`src/rtl/bwm_pkg.sv`:
```
package bwm_pkg;

    // Kind of write selected by the active-low controls in one cycle
    typedef enum logic [1:0] {
        WR_NONE   = 2'd0,
        WR_BYTES  = 2'd1,
        WR_GLOBAL = 2'd2
    } wr_kind_e;

endpackage

```
`src/rtl/bwm_mask_decode.sv`:
```
module bwm_mask_decode
    import bwm_pkg::*;
#(
    parameter int LANES = 4
) (
    input  logic             snooze_i,
    input  logic             gw_n_i,
    input  logic             bwe_n_i,
    input  logic [LANES-1:0] bw_n_i,
    output logic [LANES-1:0] wr_mask_o
);

    wr_kind_e kind;

    // Global write takes priority over the byte controls; snooze blocks both
    always_comb begin
        if (snooze_i)      kind = WR_NONE;
        else if (!gw_n_i)  kind = WR_GLOBAL;
        else if (!bwe_n_i) kind = WR_BYTES;
        else               kind = WR_NONE;
    end

    for (genvar ln = 0; ln < LANES; ln++) begin : g_lane
        assign wr_mask_o[ln] = (kind == WR_GLOBAL) ||
                               ((kind == WR_BYTES) && !bw_n_i[ln]);
    end

endmodule

```
`src/rtl/bwm_lane_store.sv`:
```
module bwm_lane_store #(
    parameter int LANES  = 4,
    parameter int LANE_W = 8,
    parameter int DEPTH  = 16,
    parameter int ADDR_W = 4
) (
    input  logic                    clk,
    input  logic                    rst_n,
    input  logic                    snooze_i,
    input  logic [LANES-1:0]        wr_mask_i,
    input  logic [ADDR_W-1:0]       addr_i,
    input  logic [LANES*LANE_W-1:0] wdata_i,
    input  logic                    rd_en_i,
    output logic [LANES*LANE_W-1:0] rdata_o
);

    localparam int DATA_W = LANES * LANE_W;

    typedef struct packed {
        logic [DEPTH-1:0][DATA_W-1:0] mem;
        logic [DATA_W-1:0]            rdata;
    } store_t;

    store_t st_d, st_q;

    always_comb begin
        st_d = st_q;
        // Read path samples the pre-write word; snooze parks it at zero
        if (snooze_i) begin
            st_d.rdata = '0;
        end else if (rd_en_i) begin
            st_d.rdata = st_q.mem[addr_i];
        end
        for (int ln = 0; ln < LANES; ln++) begin
            if (wr_mask_i[ln]) begin
                st_d.mem[addr_i][ln*LANE_W +: LANE_W] = wdata_i[ln*LANE_W +: LANE_W];
            end
        end
    end

    always_ff @(posedge clk or negedge rst_n) begin
        if (!rst_n) st_q <= '0;
        else        st_q <= st_d;
    end

    assign rdata_o = st_q.rdata;

endmodule

```
`src/rtl/bytemask_wr_mem.sv`:
```
module bytemask_wr_mem #(
    parameter int DATA_W = 32,
    parameter int LANE_W = 8,
    parameter int DEPTH  = 16,
    localparam int LANES  = DATA_W / LANE_W,
    localparam int ADDR_W = $clog2(DEPTH)
) (
    input  logic              clk,
    input  logic              rst_n,
    input  logic              snooze_i,
    input  logic              gw_n_i,
    input  logic              bwe_n_i,
    input  logic [LANES-1:0]  bw_n_i,
    input  logic [ADDR_W-1:0] addr_i,
    input  logic [DATA_W-1:0] wdata_i,
    input  logic              rd_en_i,
    output logic [DATA_W-1:0] rdata_o
);

    logic [LANES-1:0] wr_mask;

    bwm_mask_decode #(
        .LANES (LANES)
    ) u_decode (
        .snooze_i  (snooze_i),
        .gw_n_i    (gw_n_i),
        .bwe_n_i   (bwe_n_i),
        .bw_n_i    (bw_n_i),
        .wr_mask_o (wr_mask)
    );

    bwm_lane_store #(
        .LANES  (LANES),
        .LANE_W (LANE_W),
        .DEPTH  (DEPTH),
        .ADDR_W (ADDR_W)
    ) u_store (
        .clk       (clk),
        .rst_n     (rst_n),
        .snooze_i  (snooze_i),
        .wr_mask_i (wr_mask),
        .addr_i    (addr_i),
        .wdata_i   (wdata_i),
        .rd_en_i   (rd_en_i),
        .rdata_o   (rdata_o)
    );

endmodule

```
`config.mk`:
```
export PLATFORM = sky130hd
export DESIGN_NAME = bytemask_wr_mem
export DESIGN_NICKNAME = d
export VERILOG_FILES = /design/src/rtl/bwm_pkg.sv /design/src/rtl/bwm_mask_decode.sv /design/src/rtl/bwm_lane_store.sv /design/src/rtl/bytemask_wr_mem.sv
export SDC_FILE = /design/constraint.sdc
export NUM_CORES = 1
export LEC_CHECK = 0
export BUFFER_PORTS_ARGS = -buffer_cell sky130_fd_sc_hd__buf_4
export CAP_MARGIN = 5
export CORE_MARGIN = 3
export CORE_UTILIZATION = 40
export CTS_BUF_LIST = sky130_fd_sc_hd__clkbuf_16
export CTS_CLUSTER_DIAMETER = 120
export DETAILED_ROUTE_END_ITERATION = 10
export GPL_ROUTABILITY_DRIVEN = 0
export GPL_TIMING_DRIVEN = 0
export MAX_ROUTING_LAYER = met4
export PLACE_DENSITY_LB_ADDON = 0.1
export SYNTH_ARGS = -nofsm -noshare
export SYNTH_HDL_FRONTEND = slang
export SYNTH_HIERARCHICAL = 1
export SYNTH_SLANG_ARGS = --single-unit
```
`constraint.sdc`:
```
create_clock -name clk -period 1 [get_ports clk]
set_clock_uncertainty 0.15 [all_clocks]
set_input_delay 0 -clock clk [delete_from_list [all_inputs] [get_ports clk]]
set_output_delay 0 -clock clk [all_outputs]
set_load 0.1 [all_outputs]
```
==> summary.txt, run 1 <==
Timing
  – Max-slew headroom: a little under half
  – Worst path setup slack after routing: -0.488 ns
  – Count of final max-slew check failures: 0
  – Minimum hold slack: -0.793 ns
  – Fraction of the cycle the final worst path needs: 149%
  – Clock period minus final worst setup slack: roughly 1.5 ns
  – Slew at the pin closest to its max-slew limit: 0.784 ns
  – Setup repair after global routing missed its margin: yes
  – Achievable frequency: slightly below 0.7 GHz
  – Hold Vio Cnt, Final: between 400 and 500
  – Final Setup Violations: 234

Floorplanning
  – I/O Pins: 78
  – Die outline area: about 66000 um^2
  – Die outline height: 257 um
  – Floorplan die width: between 200 and 300 um
  – Initial cell density of the core: 40.7%
  – Core footprint: roughly 62000 um^2
  – Standard-cell rows: approximately 90

Critical path
  – Worst R2R Path Depth: 4
  – Data required time at the worst endpoint: between 0.8 and 0.9 ns
  – Internal reg-to-reg setup slack: -0.17 ns
  – Worst EP arrival: roughly 1.3 ns
  – Worst r2r dst: u_store/rdata_o[10]$_DFFE_PN0P_
  – Startpoint type of the worst setup path: flop
  – Critical path origin: u_store/rdata_o[17]$_DFFE_PN0P_
  – Reg-to-Reg Start: u_store/st_q[202]$_DFFE_PN0P_
  – Critical path class: flop to output port
  – Critical-path maximum fanout: 2
  – Critical Path End Type: output port

Final layout
  – Final Instance Count excl. Fillers: between 2000 and 3000
  – Total Nets Final: around 2200
  – Post-layout util: ~52%
  – Share of layout cells above drive strength 1: a little under half
  – Synthesis-to-finish area growth: 27.0%

Power
  – P_leak: roughly 15 nW
  – VDD IR-drop max: 0.00147 V
  – Power after layout: between 60 and 70 mW
  – Power density cells: between 1500 and 2000 nW/um^2

Yosys
  – Post-Syn Instances: ~1900
  – Most used standard cells in the synthesized netlist: dfrtp_1, mux2_2, mux2i_1
  – Synthesized area per cell: around 13 um^2
  – Distinct cells, synth: 29
  – Count of flip-flops with a built-in enable after synthesis: 0
  – Top-area cell type share of the netlist area: about 54%
  – Top_reg_cell synth: dfrtp_1
  – Dominant cell by count in the synthesized netlist: dfrtp_1
  – Seq cells post-synth: 544
  – Net Count, Synth: 1929
  – Area contributors post-synth: dfrtp_1, mux2_2, mux2i_1, nand3_1, a22oi_1
  – Dominant cell type by area after synthesis: dfrtp_1
  – FFs w/ async S/R, synth: 100%
  – Post-synthesis sequential area ratio: between 50% and 60%
  – Synth warnings: 6
  – Combined area of all synthesized cells: around 25000 um^2

Flow run
  – Total of max-cap violations: 0

Routing
  – Routed Antenna Nets: 0
  – Overall via count from detail_route: approximately 16000
  – Wirelength per Cell: around 24 um
  – Number of design-rule violations left by the first detailed-router iteration: between 800 and 900
  – Total DRC errors in the routed layout: 0
  – Wire length reported by the detailed router: around 73000 um
  – Drt via density: between 5 and 6
  – Drt first pass iters: 5

Place
  – IO Port Bufs: between 70 and 80
  – Detailed Place HPWL: roughly 47000 um
  – Cell count after placement: 2802
  – Worst slack at placement: -1.10 ns

Clock network
  – Number of levels in the clock H-tree: 2
  – TritonCTS Sinks: between 500 and 600
  – Insertion delay to the later sink of the worst-skew pair: slightly above 0.6 ns
  – Count of hold buffers inserted by post-cts repair: 34
  – Number of CTS-inserted buffers: 60
  – Clock tree from TritonCTS: built
  – Maximum clock path buffer count: 3
  – Buffer type at the clock tree root: clkbuf_16
  – Clock transition at the register clock pins on the worst setup and hold paths after CTS: approximately 0.060 ns

Global route
  – Initial antenna violation count: 1
  – Total track usage: between 20% and 30%
  – Number of global-route vias before repair: 17200
  – GRT overflow: 0
  – Pin count of the biggest net entering global routing: about 120
  – First-pass GRT wire length: between 100000 and 150000 um

Outcome
  – Failing checks: negative hold slack, negative setup slack
  – Status: finished with violations

Worst hold path
  – Class of the tightest hold or removal check: input port to asynchronous set/reset pin
[report_power, final]
part / switching (mW) / internal [mW]
clock network: 8.69 / 11.9
logic: 5.55 / 6.97
registers: 2.45 / 26.8
total: 16.7 / 45.7
[cell families after synthesis]
logic type,count (synthesis),synth area share (%)
AOI/OAI and AO/OA,132,3.29
buffers and inverters,146,3.60
DFF,544,54.0
muxes,768,33.0
and+or+nand+nor,293,6.14
[worst max-delay path, cell delays in order (launching register included)]
cell and delay, ns:
dfrtp_2 0.44, buf_6 0.13, buf_12 0.15
[cell usage in the layout, fill, tap and decap left out, drive strengths merged, types with 25 or more instances in the layout]
cell           n
clkbuf       115
clkinv        25
mux2i        256
nand2        140
a22oi         64
nor2          32
dfrtp        544
dlygate4sd3   34
buf          225
nand3        104
mux2         512
a21oi         64
[state kept, by name, indices dropped and copies added, names as in the netlist]
signal	count
u_store/rdata_o	32
u_store/st_q	512
[repair_timing]
item                                    CTS  global route
cloned                                    0             1
setup buffers                            50            17
endpoints found under the setup margin  669           611
resized for setup                       279           113
endpoints found under the hold margin   863           504
pin swaps                               126            65
[final cells by class]
type                       count  area [um^2]
antenna                        1         2.50
buffer                       129         1160
clock buffer                  61         1530
clock inverter                46          299
fill                        5301        30000
multi-input combinational   1193        12100
sequential                   544        13600
tap                          837         1050
timing repair buffer         184         2340
[per-layer routing]
layer	up-vias	global-route usage, %	wire, um
met5	-	-	0
met4	0	5.42	1370
met3	91	3.17	2810
met2	266	36.2	34800
met1	8489	30.5	33900
li1	7231	-	-
[how the worst max path moves through the flow]
stage | endpoint | slack [ns] | cells past startpoint
3_5_place_dp | u_store/st_q[410]$_DFFE_PN0P_ | -1.10 | 7
2_1_floorplan | u_store/st_q[136]$_DFFE_PN0P_ | -0.41 | 6
6_report | rdata_o[17] | -0.49 | 2
4_1_cts | rdata_o[17] | -0.53 | 2
3_3_place_gp | u_store/st_q[146]$_DFFE_PN0P_ | -6.12 | 1
5_1_grt | rdata_o[17] | -0.53 | 2
[metrics by stage]
step / setup TNS (ns) / cell area, um^2
final: -24.11 / 32000
after floorplan: -157.10 / 26000
after CTS: -20.52 / 31400
after global routing: -25.92 / 32000
after detailed placement: -654.20 / 27700
after global placement: -3730.17 / 27600
Power figures use the tool's default switching activity.
==> run 2, diff against run 1 <==
==> constraint.sdc (replaced) <==
create_clock -name clk -period 1.35 [get_ports clk]
set_clock_uncertainty 0.15 [all_clocks]
set_input_delay 0 -clock clk [delete_from_list [all_inputs] [get_ports clk]]
set_output_delay 0 -clock clk [all_outputs]
set_load 0.02 [all_outputs]
==> run 2 against run 1 <==
The flow still finishes with violations (negative hold slack, negative setup slack). Combinational power down 40%. Worst setup slack better by 0.48 ns. Sequential power down 26%. Routed wire length is 2.1% lower. Sequential share of layout area grew 3.3 points. Critical path depth shrank 1. Die area is the same.
==> summary.txt, run 2 (synthesis results as in run 1) <==
Power
  – Power density cells: 1480 nW/um^2 (-24%)
  – VDD IR-drop max: 0.000941 V (-36%)
  – Power after layout: 44.0 mW (-29%)
  – P_leak: 13.9 nW (-7.4%)

Final layout
  – Post-layout util: 47.9% (-3.7 points)
  – Final Instance Count excl. Fillers: 2936 (-2.0%)
  – Share of layout cells above drive strength 1: 40.1% (-6.2 points)
  – Register bank with the most flops: u_store/st_q
  – Diode count: 0 (-1)
  – Synthesis-to-finish area growth: 17.9%
  – Commonest cells after routing, fill and taps aside: dfrtp_1, mux2_2, mux2i_1
  – Total Nets Final: 2099 (-2.7%)
  – Max FFs per register: 512 (unchanged)
  – Leading cell type in the layout, fill and taps excluded: dfrtp_1

Global route
  – Met2 usage in global routing: 34.5% (-1.7 points)
  – Pin count of the biggest net entering global routing: 126 (+5.9%)
  – Global route hottest layer: met2
  – Number of global-route vias before repair: 16700 (-3.0%)
  – Met1 usage in global routing: 30.3% (-0.29 points)
  – Met3 routing resource usage after global routing: 3.09% (-0.079 points)
  – GRT overflow: 0 (unchanged)
  – First-pass GRT wire length: 108000 um (-1.7%)
  – Total track usage: 22.4% (-0.21 points)
  – Initial antenna violation count: 0 (-1)

Clock network
  – Number of CTS-inserted buffers: 60 (unchanged)
  – TritonCTS Sinks: 544 (unchanged)
  – Maximum clock path buffer count: 3 (unchanged)
  – Buffer type at the clock tree root: clkbuf_16
  – Count of hold buffers inserted by post-cts repair: 35 (+2.9%)
  – Clock transition at the register clock pins on the worst setup and hold paths after CTS: 0.06 ns (about the same)
  – Number of levels in the clock H-tree: 2 (unchanged)
  – Insertion delay to the later sink of the worst-skew pair: 0.61 ns (about the same)
  – Clock tree from TritonCTS: built

Critical path
  – Number of buffer and inverter stages on the critical path: 1 (-1)
  – Number of cells on the critical path: 1 (-1)
  – Critical-path maximum fanout: 2 (unchanged)
  – Critical Path End Type: output port
  – Worst R2R Path Depth: 4 (unchanged)
  – Critical path class: flop to output port
  – Cell family with most CP delay: flip-flops
  – Data required time at the worst endpoint: 1.20 ns (+0.35 ns)
  – Startpoint type of the worst setup path: flop
  – Worst EP arrival: 1.20 ns (-0.14 ns)
  – CP peak stage delay: 0.43 ns (about the same)
  – Cells traversed along the worst timing path: buf_6
  – Highest-delay cell along the critical path: dfrtp_1

Timing
  – Setup repair after global routing missed its margin: yes
  – Minimum hold slack: -0.779 ns (+0.0143 ns)
  – Sum of negative setup slack: -0.00376 ns (+24.11 ns)
  – Final Setup Violations: 1 (-99.6%)
  – Fraction of the cycle the final worst path needs: 100%
  – Clock period minus final worst setup slack: approximately 1.4 ns
  – Max-slew headroom: 36.2% (-11 points)
  – Slew at the pin closest to its max-slew limit: 0.958 ns (+0.174 ns)
  – Hold Vio Cnt, Final: 455 (-7.3%)
  – Achievable frequency: approximately 0.74 GHz
  – Count of final max-slew check failures: 0 (unchanged)
  – Worst path setup slack after routing: -0.00376 ns (+0.484 ns)

Worst hold path
  – Class of the tightest hold or removal check: input port to asynchronous set/reset pin

Flow run
  – Total of max-cap violations: 0 (unchanged)

Routing
  – Overall via count from detail_route: 15900 (-1.4%)
  – Wirelength per Cell: 24.3 um (-0.13%)
  – Wire length reported by the detailed router: 71300 um (-2.1%)
  – Total DRC errors in the routed layout: 0 (unchanged)
  – Number of design-rule violations left by the first detailed-router iteration: 885 (+1.8%)
  – Drt via density: 5.40 (+0.63%)
  – Drt first pass iters: 5 (unchanged)
  – Routed Antenna Nets: 0 (unchanged)

Place
  – Cell count after placement: 2801 (-0.036%)
  – Worst slack at placement: -1.02 ns (+0.0742 ns)
  – Detailed Place HPWL: 46000 um (-1.6%)
  – IO Port Bufs: 77 (unchanged)

Outcome
  – Failing checks: negative hold slack, negative setup slack
  – Status: finished with violations

Floorplanning
  – Floorplan die width: 257 um (unchanged)
  – Initial cell density of the core: 40.7% (unchanged)
  – Die outline height: 257 um (unchanged)
  – Core footprint: 62100 um^2 (unchanged)
  – Die outline area: 66100 um^2 (unchanged)
  – Standard-cell rows: 91 (unchanged)
  – I/O Pins: 78 (unchanged)
==> run 2: metal layers <==
| metal | vias up | wire length (um) |
|---|---|---|
| met5 | - | 0 |
| li1 | 7101 | - |
| met2 | 326 | 33000 |
| met3 | 140 | 2850 |
| met1 | 8292 | 32800 |
| met4 | 0 | 2730 |
==> run 2: worst paths after layout <==
kind	from	endpoint	slack [ns]
setup / recovery	u_store/rdata_o[31]$_DFFE_PN0P_	rdata_o[31]	-0.004
hold / removal	rst_n	u_store/st_q[102]$_DFFE_PN0P_	-0.78
setup reg to reg	u_store/st_q[214]$_DFFE_PN0P_	u_store/rdata_o[22]$_DFFE_PN0P_	0.09
hold reg to reg	u_store/st_q[504]$_DFFE_PN0P_	u_store/st_q[504]$_DFFE_PN0P_	0.34
max in group asynchronous	rst_n	u_store/st_q[272]$_DFFE_PN0P_	0.34
min in group clk	addr_i[3]	u_store/st_q[437]$_DFFE_PN0P_	-0.09
==> run 2: layout make-up <==
class	instances	area (um^2)
Clock inverter	47	248
Buffer	114	752
Tap cell	837	1050
Multi-Input combinational cell	1193	11000
Timing Repair Buffer	140	1530
Sequential cell	544	13600
Fill cell	5497	32300
Clock buffer	61	1530
==> run 2: stage by stage <==
stage	hold WS (ns)	cell area, um^2
after floorplan	-0.446	25600
after global placement	0.128	27200
after detailed placement	-0.00728	27300
after CTS	-0.673	29700
after global routing	-0.743	29700
final	-0.779	29700
==> run 2: what timing repair did <==
action,in CTS,in global routing
hold endpoints to repair,675,420
buffers inserted,23,1
pin swaps,13,1
gates resized for setup,46,15
endpoints found under the setup margin,150,157
==> run 2: where the power goes <==
part | leakage [nW] | switching, mW | total (mW) | internal [mW]
Combinational | 6.11 | 3.32 | 7.54 | 4.23
Clock | 0.927 | 6.50 | 15.0 | 8.46
Sequential | 6.88 | 1.71 | 21.5 | 19.8
Total | 13.9 | 11.5 | 44.0 | 32.5
